### src/rtl/dopp_nco_pkg.sv
package dopp_nco_pkg;
    localparam int DEF_PHASE_W  = 32;
    localparam int DEF_OFF_W    = 16;
    localparam int DEF_RATE_W   = 16;
    localparam int DEF_MAX_OFF  = 214;
    localparam logic [31:0] DEF_BASE_WORD = 32'd42949673;
endpackage

### src/rtl/dopp_target_limit.sv
module dopp_target_limit #(
    parameter int OFF_W   = dopp_nco_pkg::DEF_OFF_W,
    parameter int MAX_OFF = dopp_nco_pkg::DEF_MAX_OFF
) (
    input  logic signed [OFF_W-1:0] req_i,
    output logic signed [OFF_W-1:0] lim_o
);
    localparam logic signed [OFF_W-1:0] HI = OFF_W'(MAX_OFF);
    localparam logic signed [OFF_W-1:0] LO = -HI;

    always_comb begin
        if (req_i > HI) begin
            lim_o = HI;
        end else if (req_i < LO) begin
            lim_o = LO;
        end else begin
            lim_o = req_i;
        end
    end
endmodule

### src/rtl/dopp_offset_slew.sv
module dopp_offset_slew #(
    parameter int OFF_W   = dopp_nco_pkg::DEF_OFF_W,
    parameter int RATE_W  = dopp_nco_pkg::DEF_RATE_W,
    parameter int MAX_OFF = dopp_nco_pkg::DEF_MAX_OFF
) (
    input  logic                    clk,
    input  logic                    rst,
    input  logic signed [OFF_W-1:0] tgt_i,
    input  logic [RATE_W-1:0]       rate_i,
    output logic signed [OFF_W-1:0] off_o
);
    localparam logic signed [OFF_W-1:0] HI  = OFF_W'(MAX_OFF);
    localparam logic [OFF_W-1:0]        ONE = OFF_W'(1);

    typedef struct packed {
        logic [RATE_W-1:0] cnt;
        logic [OFF_W-1:0]  off;
    } slew_t;

    slew_t st_d, st_q;
    logic signed [OFF_W-1:0] off_q;
    logic [RATE_W-1:0]       lim;

    assign off_q = st_q.off;

    always_comb begin
        st_d = st_q;
        lim  = (rate_i == '0) ? '0 : rate_i - RATE_W'(1);
        if (off_q == tgt_i) begin
            st_d.cnt = '0;
        end else if (st_q.cnt >= lim) begin
            st_d.cnt = '0;
            st_d.off = (tgt_i > off_q) ? (st_q.off + ONE) : (st_q.off - ONE);
        end else begin
            st_d.cnt = st_q.cnt + RATE_W'(1);
        end
    end

    always_ff @(posedge clk or posedge rst) begin
        if (rst) begin
            st_q <= '0;
        end else begin
            st_q <= st_d;
        end
    end

    assign off_o = off_q;

    // the offset moves by at most one code per edge
    p_single_step_r4: assert property (@(posedge clk) disable iff (rst)
        (off_q != $past(off_q)) |-> ((off_q - $past(off_q) == 1) || ($past(off_q) - off_q == 1)));

    // once on target the offset holds
    p_hold_on_target_r6: assert property (@(posedge clk) disable iff (rst)
        (off_q == tgt_i) |=> (off_q == $past(off_q)));

    // the offset stays inside the legal window
    p_within_window_r6: assert property (@(posedge clk) disable iff (rst)
        (off_q <= HI) && (off_q >= -HI));

    // the limiter never hands over a target beyond the window
    p_target_limited_r5: assert property (@(posedge clk) disable iff (rst)
        (tgt_i <= HI) && (tgt_i >= -HI));
endmodule

### src/rtl/dopp_phase_acc.sv
module dopp_phase_acc #(
    parameter int                 PHASE_W   = dopp_nco_pkg::DEF_PHASE_W,
    parameter int                 OFF_W     = dopp_nco_pkg::DEF_OFF_W,
    parameter logic [PHASE_W-1:0] BASE_WORD = PHASE_W'(dopp_nco_pkg::DEF_BASE_WORD)
) (
    input  logic                    clk,
    input  logic                    rst,
    input  logic signed [OFF_W-1:0] off_i,
    output logic                    msb_o,
    output logic                    rise_o
);
    localparam int EXT_W = PHASE_W - OFF_W;

    typedef struct packed {
        logic [PHASE_W-1:0] acc;
        logic               rise;
    } acc_t;

    acc_t st_d, st_q;
    logic [PHASE_W-1:0] inc;

    always_comb begin
        inc       = BASE_WORD + {{EXT_W{off_i[OFF_W-1]}}, off_i};
        st_d      = st_q;
        st_d.acc  = st_q.acc + inc;
        st_d.rise = st_d.acc[PHASE_W-1] & ~st_q.acc[PHASE_W-1];
    end

    always_ff @(posedge clk or posedge rst) begin
        if (rst) begin
            st_q <= '0;
        end else begin
            st_q <= st_d;
        end
    end

    assign msb_o  = st_q.acc[PHASE_W-1];
    assign rise_o = st_q.rise;

    // strobe never lasts two cycles
    p_strobe_single_r3: assert property (@(posedge clk) disable iff (rst)
        rise_o |=> !rise_o);

    // strobe coincides with a high output clock
    p_strobe_on_high_r3: assert property (@(posedge clk) disable iff (rst)
        rise_o |-> msb_o);
endmodule

### src/rtl/dopp_clk_nco.sv
module dopp_clk_nco #(
    parameter int                 PHASE_W   = dopp_nco_pkg::DEF_PHASE_W,
    parameter int                 OFF_W     = dopp_nco_pkg::DEF_OFF_W,
    parameter int                 RATE_W    = dopp_nco_pkg::DEF_RATE_W,
    parameter int                 MAX_OFF   = dopp_nco_pkg::DEF_MAX_OFF,
    parameter logic [PHASE_W-1:0] BASE_WORD = PHASE_W'(dopp_nco_pkg::DEF_BASE_WORD)
) (
    input  logic                    clk,
    input  logic                    rst,
    input  logic signed [OFF_W-1:0] target_i,
    input  logic [RATE_W-1:0]       rate_i,
    output logic                    nco_clk_o,
    output logic                    rise_o,
    output logic signed [OFF_W-1:0] offset_o
);
    logic signed [OFF_W-1:0] tgt_lim;
    logic signed [OFF_W-1:0] off_cur;

    dopp_target_limit #(.OFF_W(OFF_W), .MAX_OFF(MAX_OFF)) u_limit (
        .req_i (target_i),
        .lim_o (tgt_lim)
    );

    dopp_offset_slew #(.OFF_W(OFF_W), .RATE_W(RATE_W), .MAX_OFF(MAX_OFF)) u_slew (
        .clk    (clk),
        .rst    (rst),
        .tgt_i  (tgt_lim),
        .rate_i (rate_i),
        .off_o  (off_cur)
    );

    dopp_phase_acc #(.PHASE_W(PHASE_W), .OFF_W(OFF_W), .BASE_WORD(BASE_WORD)) u_acc (
        .clk    (clk),
        .rst    (rst),
        .off_i  (off_cur),
        .msb_o  (nco_clk_o),
        .rise_o (rise_o)
    );

    assign offset_o = off_cur;
endmodule

### config.mk
export PLATFORM = sky130hd
export DESIGN_NAME = dopp_clk_nco
export DESIGN_NICKNAME = d
export VERILOG_FILES = /design/src/rtl/dopp_nco_pkg.sv /design/src/rtl/dopp_target_limit.sv /design/src/rtl/dopp_offset_slew.sv /design/src/rtl/dopp_phase_acc.sv /design/src/rtl/dopp_clk_nco.sv
export SDC_FILE = /design/constraint.sdc
export NUM_CORES = 1
export LEC_CHECK = 0
export ABC_AREA = 1
export BUFFER_PORTS_ARGS = -buffer_cell sky130_fd_sc_hd__clkbuf_2
export CAP_MARGIN = 30
export CORE_ASPECT_RATIO = 1.25
export CORE_MARGIN = 3
export CORE_UTILIZATION = 35
export DETAILED_ROUTE_END_ITERATION = 10
export SLEW_MARGIN = 20
export SYNTH_ARGS = -nofsm -noshare
export SYNTH_HDL_FRONTEND = slang
export SYNTH_HIERARCHICAL = 1
export SYNTH_SLANG_ARGS = --single-unit
### constraint.sdc
create_clock -name clk -period 6.4 [get_ports clk]
set_clock_uncertainty 0.05 [all_clocks]
set_input_delay 1.92 -clock clk [delete_from_list [all_inputs] [get_ports clk]]
set_output_delay 1.92 -clock clk [all_outputs]
set_load 0.02 [all_outputs]
==> metrics.md, run 1 <==
| Metric | Value |
|---|---|
| Vias post-DR | `6,480` |
| Ys flop type | `dfrtp_1` |
| Final Net Count | `1,243` |
| Rel. slew slack | `58.6%` |
| Most instantiated library cell after synthesis | `nand2_1` |
| Final Hold Viols | `0` |
| Num CTS Buffers | `9` |
| GRT Util Overall | `16.0%` |
| Area of the core | `19,700 µm²` |
| Post-synth EDFFs | `0` |
| Worst path required time | `6.59 ns` |
| Clk buf depth | `2` |
| Period utilization | `90.8%` |
| First-pass GRT wire length | `28.8 mm` |
| Post_cts resized | `0` |
| GR Util met3 | `2.50%` |
| Worst reg2reg path depth | `19` |
| GR Layer Usage met2 | `between 30% and 40%` |
| DP Area | `7530 µm²` |
| Cell variety after synth | `45` |
| Synth area leaders | `dfrtp_1, nand2_1, ha_1, inv_1, xor2_1` |
| Yosys warnings | `6` |
| Synth Cell Area | `7080 µm²` |
| Post-CTS Hold Buffers | `0` |
| Final core occ | `39.9%` |
| Wire per inst | `11.8 µm` |
| # setup viols final | `0` |
| Worst Max-Slew Pin Slew | `roughly 0.6 ns` |
| Gr busiest metal | `met2` |
| Worst skew pair latency | `0.35 ns` |
| Syn_area_per_cell | `between 6 and 7 µm²` |
| Clk slew on worst S/H paths | `0.06 ns` |
| Initial Util | `around 36%` |
| Share of cells above drive strength 1 | `12.4%` |
| Initial drt markers | `257` |
| CP Launch Type | `input port` |
| Number of H-tree levels | `3` |
| Die area | `22,000 µm²` |
| Commonest cells in the netlist | `nand2_1, inv_1, nor2_1` |
| Sequential area share after synthesis | `23.0%` |
| Arr. time, crit path | `6.00 ns` |
| Max cap viols | `0` |
| Final WL | `16.6 mm` |
| CTS sink cnt | `65` |
| FMAX | `172 MHz` |
| Die height | `165 µm` |
| Ant diodes | `0` |
| Worst hold start | `u_acc/st_q[1]$_DFF_PP0_` |
| Worst Hold Class | `flip-flop to flip-flop` |
| Port Buffers | `51` |
| Register area | `~1600 µm²` |
| Yosys top cell by area | `dfrtp_1` |
| Filler instances | `2,196` |
| Hpwl dp | `about 14 mm` |
| Vias in the first global route | `6,379` |
| RSZ-0062 raised after global routing | `false` |
| Hold Slack | `0.422 ns` |
| Clock tree root buffer cell | `clkbuf_16` |
| Setup TNS | `0 ns` |
| Initial antenna violation count | `0` |
| Yosys top cell area share | `23.0%` |
| Mapped Nets | `approximately 1,200` |
| Setup crit end kind | `flip-flop` |
| Status | `finished, final reports clean` |
| Post-synth ARST share | `100%` |
| Hold EP | `u_acc/st_q[1]$_DFF_PP0_` |
| First drt pass iteration count | `5` |
| DRC viols | `0` |
| Worst r2r src | `u_slew/off_o[7]$_DFFE_PP0P_` |
| Crit path max fanout | `15` |
| Met1 Use GR | `~18%` |
| Syn Inst Count | `1,093` |
| Synth Register Bits | `65` |
| Post-Layout Inst Area | `about 8000 µm²` |
| Max-slew violation count | `0` |
| Hold depth | `1` |
| Crit path kind | `input port to flip-flop` |
| Pin count of the biggest net entering global routing | `34` |
| Global placement routability congestion | `0.882` |
| Via-to-Cell Ratio | `4.61` |
| Routed Antenna Nets | `0` |
| Die X | `133 µm` |
| P&R area growth vs syn | `10.9%` |
| Ports | `52` |
| Multi-input gate area | `~4600 µm²` |
| Total gr overflow | `0` |
| R2r setup slk | `2.78 ns` |
| FP Rows | `between 50 and 60` |
| CTS tree | `yes` |
| Postcts setup bufs | `0` |
| Worst R2R End | `u_slew/off_o[15]$_DFFE_PP0P_` |
| Fin crit period | `5.81 ns` |
==> stage by stage <==
stage | worst slack (ns) | instances
floorplan | 0.575 | 1093
global placement | 0.294 | 1390
detailed placement | 0.162 | 1390
CTS | 0.532 | 1406
global route | 0.110 | 1406
finish | 0.592 | 1406
==> routing by layer <==
layer  part of all wire [%]  vias to the layer above  routed length, µm
li1                       -                     3503                  -
met1                     44                     2894               7310
met2                     52                       62               8640
met3                    2.0                       21                335
met4                    2.0                        0                328
met5                      0                        -                  0
==> cells by family after synthesis <==
kind of cell | Yosys count | share of synthesized area [%]
AOI/OAI and AO/OA | 101 | 7.87
buffers and inverters | 220 | 12.7
xor gates and xnor gates | 49 | 6.06
adders and majority gates | 73 | 13.1
DFF | 65 | 23.0
and+or+nand+nor | 583 | 37.2
other | 2 | 0.106
==> flip-flops by register name, indices dropped and copies added, names as in the netlist <==
signal / cells
u_slew/off_o: 16
u_acc/rise_o: 1
u_acc/st_q: 31
u_acc/msb_o: 1
u_slew/st_q: 16
==> worst max-delay path, cell delays in order <==
cell and delay [ns]:
clkbuf_2 0.10, o21ai_0 0.16, a21oi_1 0.09, o21ai_0 0.16
ha_1 0.36, or2_2 0.32, nand2_1 0.07, inv_1 0.05
ha_1 0.29, nand2_1 0.05, nor2_1 0.17, o21ai_0 0.12
nand3_1 0.09, nand2_1 0.06, nand3_1 0.10, nand3_1 0.24
buf_4 0.27, ha_1 0.34, nand2_1 0.11, inv_1 0.04
a21oi_1 0.14, nand2_1 0.13, a21oi_1 0.26, nand4_1 0.18
nand4_1 0.12, nand2_1 0.06
==> cell usage in the layout (no fill, tap or decap), types with 4 or more instances in the layout <==
cell type and count:
a21o_1 5, a21oi_1 45, clkbuf_16 9, clkbuf_2 51, dfrtp_1 65, ha_1 71, inv_1 193, inv_2 5
nand2_1 321, nand2_2 17, nand3_1 62, nand3_2 9, nand4_1 19, nor2_1 89, nor2_2 9, nor3_1 18
nor3_2 6, o21ai_0 32, o21ai_1 4, o21bai_1 5, or2_2 14, xnor2_1 8, xor2_1 41
==> worst max-delay path by stage <==
stage                      from                      endpoint  slack (ns)  depth (start not counted)
floorplan           target_i[2]  u_slew/off_o[12]$_DFFE_PP0P_        0.57                         25
global placement    target_i[2]  u_slew/off_o[15]$_DFFE_PP0P_        0.29                         26
detailed placement  target_i[2]  u_slew/off_o[15]$_DFFE_PP0P_        0.16                         26
CTS                 target_i[2]  u_slew/off_o[15]$_DFFE_PP0P_        0.53                         26
global route        target_i[2]  u_slew/off_o[15]$_DFFE_PP0P_        0.11                         27
finish              target_i[2]  u_slew/off_o[15]$_DFFE_PP0P_        0.59                         26
==> layout make-up <==
cell class,instances,area share (%)
inverter,198,9.47
tap,265,4.23
timing repair buffer,54,3.54
sequential,65,20.7
multi-input combinational,808,58.0
clock inverter,4,0.638
clock buffer,12,3.40
Power of run 1 is not shown: default switching activity piles up to over one toggle a cycle in this logic, so the estimate is an artifact.
==> run 2, diff against run 1 <==
RECOVER_POWER = 50   (was not set)
==> metrics.md, run 2 (synthesis results as in run 1) <==
| Metric | Value |
|---|---|
| Pin count of the biggest net entering global routing | `34` |
| Worst r2r src | `u_slew/off_o[7]$_DFFE_PP0P_` |
| Arr. time, crit path | `6.00 ns` |
| Worst path required time | `roughly 6.6 ns` |
| Fin crit period | `about 5.8 ns` |
| Max reg flops | `31` |
| Die height | `165 µm` |
| # setup viols final | `0` |
| Filler instances | `roughly 2,200` |
| Multi-input gate area | `between 4000 and 5000 µm²` |
| FMAX | `172 MHz` |
| Crit path max fanout | `15` |
| Number of H-tree levels | `3` |
| Num CTS Buffers | `9` |
| Most frequent cells in the layout | `nand2_1, inv_1, nor2_1` |
| Rel. slew slack | `-25.9%` |
| Initial antenna violation count | `0` |
| Final Hold Viols | `0` |
| Postcts setup bufs | `0` |
| Via-to-Cell Ratio | `approximately 4.6` |
| Final Net Count | `1,243` |
| Ant diodes | `0` |
| First-pass GRT wire length | `28.8 mm` |
| Clock tree root buffer cell | `clkbuf_16` |
| Failing checks | `capacitance limit, slew limit` |
| Routed Antenna Nets | `0` |
| Hpwl dp | `about 14 mm` |
| First drt pass iteration count | `4` |
| Worst reg2reg path depth | `19` |
| Max-slew violation count | `63` |
| Initial Util | `a little over a third` |
| Share of cells above drive strength 1 | `11.7%` |
| Layout Cells excl Fill | `1,406` |
| Worst Max-Slew Pin Slew | `between 1.5 and 2 ns` |
| Initial drt markers | `288` |
| Max cap viols | `2` |
| Register area | `1630 µm²` |
| FP Rows | `57` |
| Wire per inst | `11.8 µm` |
| RSZ-0062 raised after global routing | `false` |
| Hold Slack | `0.422 ns` |
| Setup crit end kind | `flip-flop` |
| Worst skew pair latency | `0.35 ns` |
| Period utilization | `90.8%` |
| Top reg by flops | `u_acc/st_q` |
| Worst hold start | `u_acc/st_q[1]$_DFF_PP0_` |
| Die X | `between 100 and 150 µm` |
| R2r setup slk | `2.77 ns` |
| Hold EP | `u_acc/st_q[1]$_DFF_PP0_` |
| Area of the core | `19,700 µm²` |
| Post-CTS Hold Buffers | `0` |
| Port Buffers | `51` |
| Vias in the first global route | `roughly 6,400` |
| Ports | `52` |
| Dpl cells | `approximately 1,400` |
| CTS tree | `yes` |
| DRC viols | `0` |
| Worst Hold Class | `flip-flop to flip-flop` |
| Most common cell after layout, fill and taps aside | `nand2_1` |
| CTS sink cnt | `65` |
| Total gr overflow | `0` |
| Setup TNS | `0 ns` |
| Worst R2R End | `u_slew/off_o[15]$_DFFE_PP0P_` |
| Clk buf depth | `2` |
| Vias post-DR | `6,498` |
| Post_cts resized | `0` |
| Global placement routability congestion | `0.882` |
| P&R area growth vs syn | `10.5%` |
| GRT Util Overall | `16.0%` |
| CP Launch Type | `input port` |
| Status | `finished with violations` |
| Clk slew on worst S/H paths | `approximately 0.06 ns` |
| Die area | `22,000 µm²` |
| Final WL | `16.7 mm` |
| Crit path kind | `input port to flip-flop` |
| Hold depth | `1` |
[run 2: cell count changes in the layout (fill, tap and decap cells not counted), sizes merged]
cell    before  now
clkbuf      63   65
buf          3    1
[run 2: worst max-delay path, stage by stage]
cell and delay (ns):
clkbuf_2 0.10, o21ai_0 0.16, a21oi_1 0.09, o21ai_0 0.16, ha_1 0.36, or2_2 0.32
nand2_1 0.07, inv_1 0.05, ha_1 0.29, nand2_1 0.05, nor2_1 0.17, o21ai_0 0.12
nand3_1 0.09, nand2_1 0.06, nand3_1 0.10, nand3_1 0.24, buf_4 0.27, ha_1 0.34
nand2_1 0.11, inv_1 0.04, a21oi_1 0.14, nand2_1 0.13, a21oi_1 0.26, nand4_1 0.18
nand4_1 0.12, nand2_1 0.06
[run 2: per-stage QoR]
step / instance area, µm² / setup WS [ns] / utilization [%]
after floorplan: 7080 / 0.575 / -
after global placement: 7530 / 0.294 / 38.3
after detailed placement: 7530 / 0.162 / 38.3
after CTS: 7850 / 0.532 / 39.9
after global routing: 7820 / 0.110 / 39.7
final: 7820 / 0.588 / 39.7
[run 2: layout make-up]
cell class,count,area share (%)
repair buffers,54,3.44
multi-input cells,808,58.0
flip-flops and latches,65,20.8
well taps,265,4.24
clock inverters,4,0.640
inverters,198,9.50
clock buffers,12,3.41
[run 2: layer usage]
layer / wire length, µm / vias to the layer above / global-route usage [%]
met1: 7320 / 2904 / 18.5
met2: 8650 / 69 / 30.2
met4: 332 / 0 / 5.19
li1: - / 3502 / -
met3: 357 / 23 / 2.50
met5: 0 / - / 0
[run 2: how the worst max path moves through the flow]
stage	depth (start not counted)	slack, ns	from	endpoint
5_1_grt	27	0.11	target_i[2]	u_slew/off_o[15]$_DFFE_PP0P_
3_3_place_gp	26	0.29	target_i[2]	u_slew/off_o[15]$_DFFE_PP0P_
6_report	26	0.59	target_i[2]	u_slew/off_o[15]$_DFFE_PP0P_
3_5_place_dp	26	0.16	target_i[2]	u_slew/off_o[15]$_DFFE_PP0P_
4_1_cts	26	0.53	target_i[2]	u_slew/off_o[15]$_DFFE_PP0P_
2_1_floorplan	25	0.57	target_i[2]	u_slew/off_o[12]$_DFFE_PP0P_
Power of run 2 is left out for the same reason.
==> run 3, diff against run 2 <==
BUFFER_PORTS_ARGS = not set   (was -buffer_cell sky130_fd_sc_hd__clkbuf_2)
DONT_BUFFER_PORTS = 1   (was not set)
PLACE_DENSITY_LB_ADDON = 0.12   (was not set)
==> metrics.md, run 3 (synthesis results as in run 1) <==
| Metric | Value |
|---|---|
| Routed Antenna Nets | `0` |
| Max cap viols | `2` |
| Setup TNS | `0 ns` |
| Initial Util | `36.0%` |
| Wire per inst | `around 13 µm` |
| FP Rows | `57` |
| First-pass GRT wire length | `30.4 mm` |
| Port Buffers | `0` |
| GRT Util Overall | `17.3%` |
| Filler instances | `2,215` |
| Total gr overflow | `0` |
| Vias post-DR | `around 6,200` |
| Pin count of the biggest net entering global routing | `34` |
| CP max-delay cell | `ha_1` |
| Most common cell after layout, fill and taps aside | `nand2_1` |
| R2r setup slk | `around 2.6 ns` |
| Vias in the first global route | `6,261` |
| Post_cts resized | `0` |
| P&R area growth vs syn | `6.66%` |
| Num CTS Buffers | `9` |
| Setup crit end kind | `flip-flop` |
| Status | `finished with violations` |
| Crit path max fanout | `15` |
| Die area | `22,000 µm²` |
| Worst r2r src | `u_slew/off_o[4]$_DFFE_PP0P_` |
| Final WL | `18.2 mm` |
| Postcts setup bufs | `0` |
| Final Hold Viols | `0` |
| Crit path kind | `input port to flip-flop` |
| Clk slew on worst S/H paths | `0.05 ns` |
| Ports | `52` |
| Period utilization | `89.5%` |
| Initial drt markers | `248` |
| Arr. time, crit path | `5.90 ns` |
| First drt pass iteration count | `4` |
| CTS sink cnt | `65` |
| Rel. slew slack | `-30.8%` |
| Clock tree root buffer cell | `clkbuf_16` |
| Worst path required time | `roughly 6.6 ns` |
| DRC viols | `0` |
| Fin crit period | `5.73 ns` |
| Die height | `165 µm` |
| Top reg by flops | `u_acc/st_q` |
| Hold EP | `u_acc/st_q[1]$_DFF_PP0_` |
| Via-to-Cell Ratio | `roughly 4.6` |
| Worst Hold Class | `flip-flop to flip-flop` |
| Worst reg2reg path depth | `22` |
| Hpwl dp | `roughly 15 mm` |
| Initial antenna violation count | `0` |
| Worst hold start | `u_acc/st_q[1]$_DFF_PP0_` |
| Die X | `between 100 and 150 µm` |
| CTS tree | `yes` |
| CP most frequent cell | `nand2_1` |
| Worst skew pair latency | `~0.34 ns` |
| Most frequent cells in the layout | `nand2_1, inv_1, nor2_1` |
| Post-CTS Hold Buffers | `0` |
| Failing checks | `capacitance limit, slew limit` |
| Max reg flops | `31` |
| CP max stage delay | `0.37 ns` |
| Global placement routability congestion | `a little under 0.9` |
| Ant diodes | `0` |
| Clk buf depth | `2` |
| Final Net Count | `around 1,200` |
| FMAX | `approximately 170 MHz` |
| Worst R2R End | `u_slew/off_o[13]$_DFFE_PP0P_` |
| # setup viols final | `0` |
| RSZ-0062 raised after global routing | `false` |
| Share of cells above drive strength 1 | `7.62%` |
| CP Launch Type | `input port` |
| Hold depth | `1` |
| Area of the core | `19,700 µm²` |
| Number of H-tree levels | `3` |
| Max-slew violation count | `67` |
| Worst Max-Slew Pin Slew | `1.96 ns` |
## run 3: per-stage QoR
stage,cells,util (%),worst slack (ns),cell area (µm²),hold slack [ns]
global route,1354,38.4,0.219,7550,0.432
CTS,1354,38.5,0.643,7570,0.425
detailed placement,1339,37.0,0.281,7280,0.413
global placement,1339,37.0,0.341,7280,0.403
finish,1354,38.4,0.669,7550,0.422
floorplan,1093,-,0.575,7080,0.393
## run 3: worst max path at each step
stage,from,endpoint,slack [ns],cells past startpoint
floorplan,target_i[2],u_slew/off_o[12]$_DFFE_PP0P_,0.57,25
global placement,target_i[2],u_slew/off_o[14]$_DFFE_PP0P_,0.34,23
detailed placement,target_i[2],u_slew/off_o[14]$_DFFE_PP0P_,0.28,23
CTS,target_i[2],u_slew/off_o[12]$_DFFE_PP0P_,0.64,23
global route,target_i[2],u_slew/off_o[13]$_DFFE_PP0P_,0.22,28
finish,target_i[2],u_slew/off_o[13]$_DFFE_PP0P_,0.67,28
## run 3: final cells by class
class / instances / area, µm² / share of cell area (%)
flip-flops and latches: 65 / 1630 / 21.5
multi-input cells: 808 / 4540 / 60.1
repair buffers: 3 / 15.0 / 0.199
inverters: 198 / 743 / 9.84
clock inverters: 3 / 40.0 / 0.530
clock buffers: 12 / 256 / 3.40
well taps: 265 / 332 / 4.39
## run 3: metal layers
| layer | wire length (µm) | track usage, % | vias to the layer above |
|---|---|---|---|
| met4 | 527 | 6.74 | 0 |
| li1 | - | - | 3405 |
| met2 | 9540 | 32.3 | 66 |
| met5 | 0 | 0 | - |
| met1 | 7760 | 19.6 | 2744 |
| met3 | 412 | 2.74 | 28 |
## run 3: critical path: cells and delay by family
family	cells	cell delay, ns
buffers and inverters	4	0.49
and+or+nand+nor	15	1.73
AOI/OAI and AO/OA	6	0.82
adders and majority gates	3	0.94
Power of run 3 is left out for the same reason.
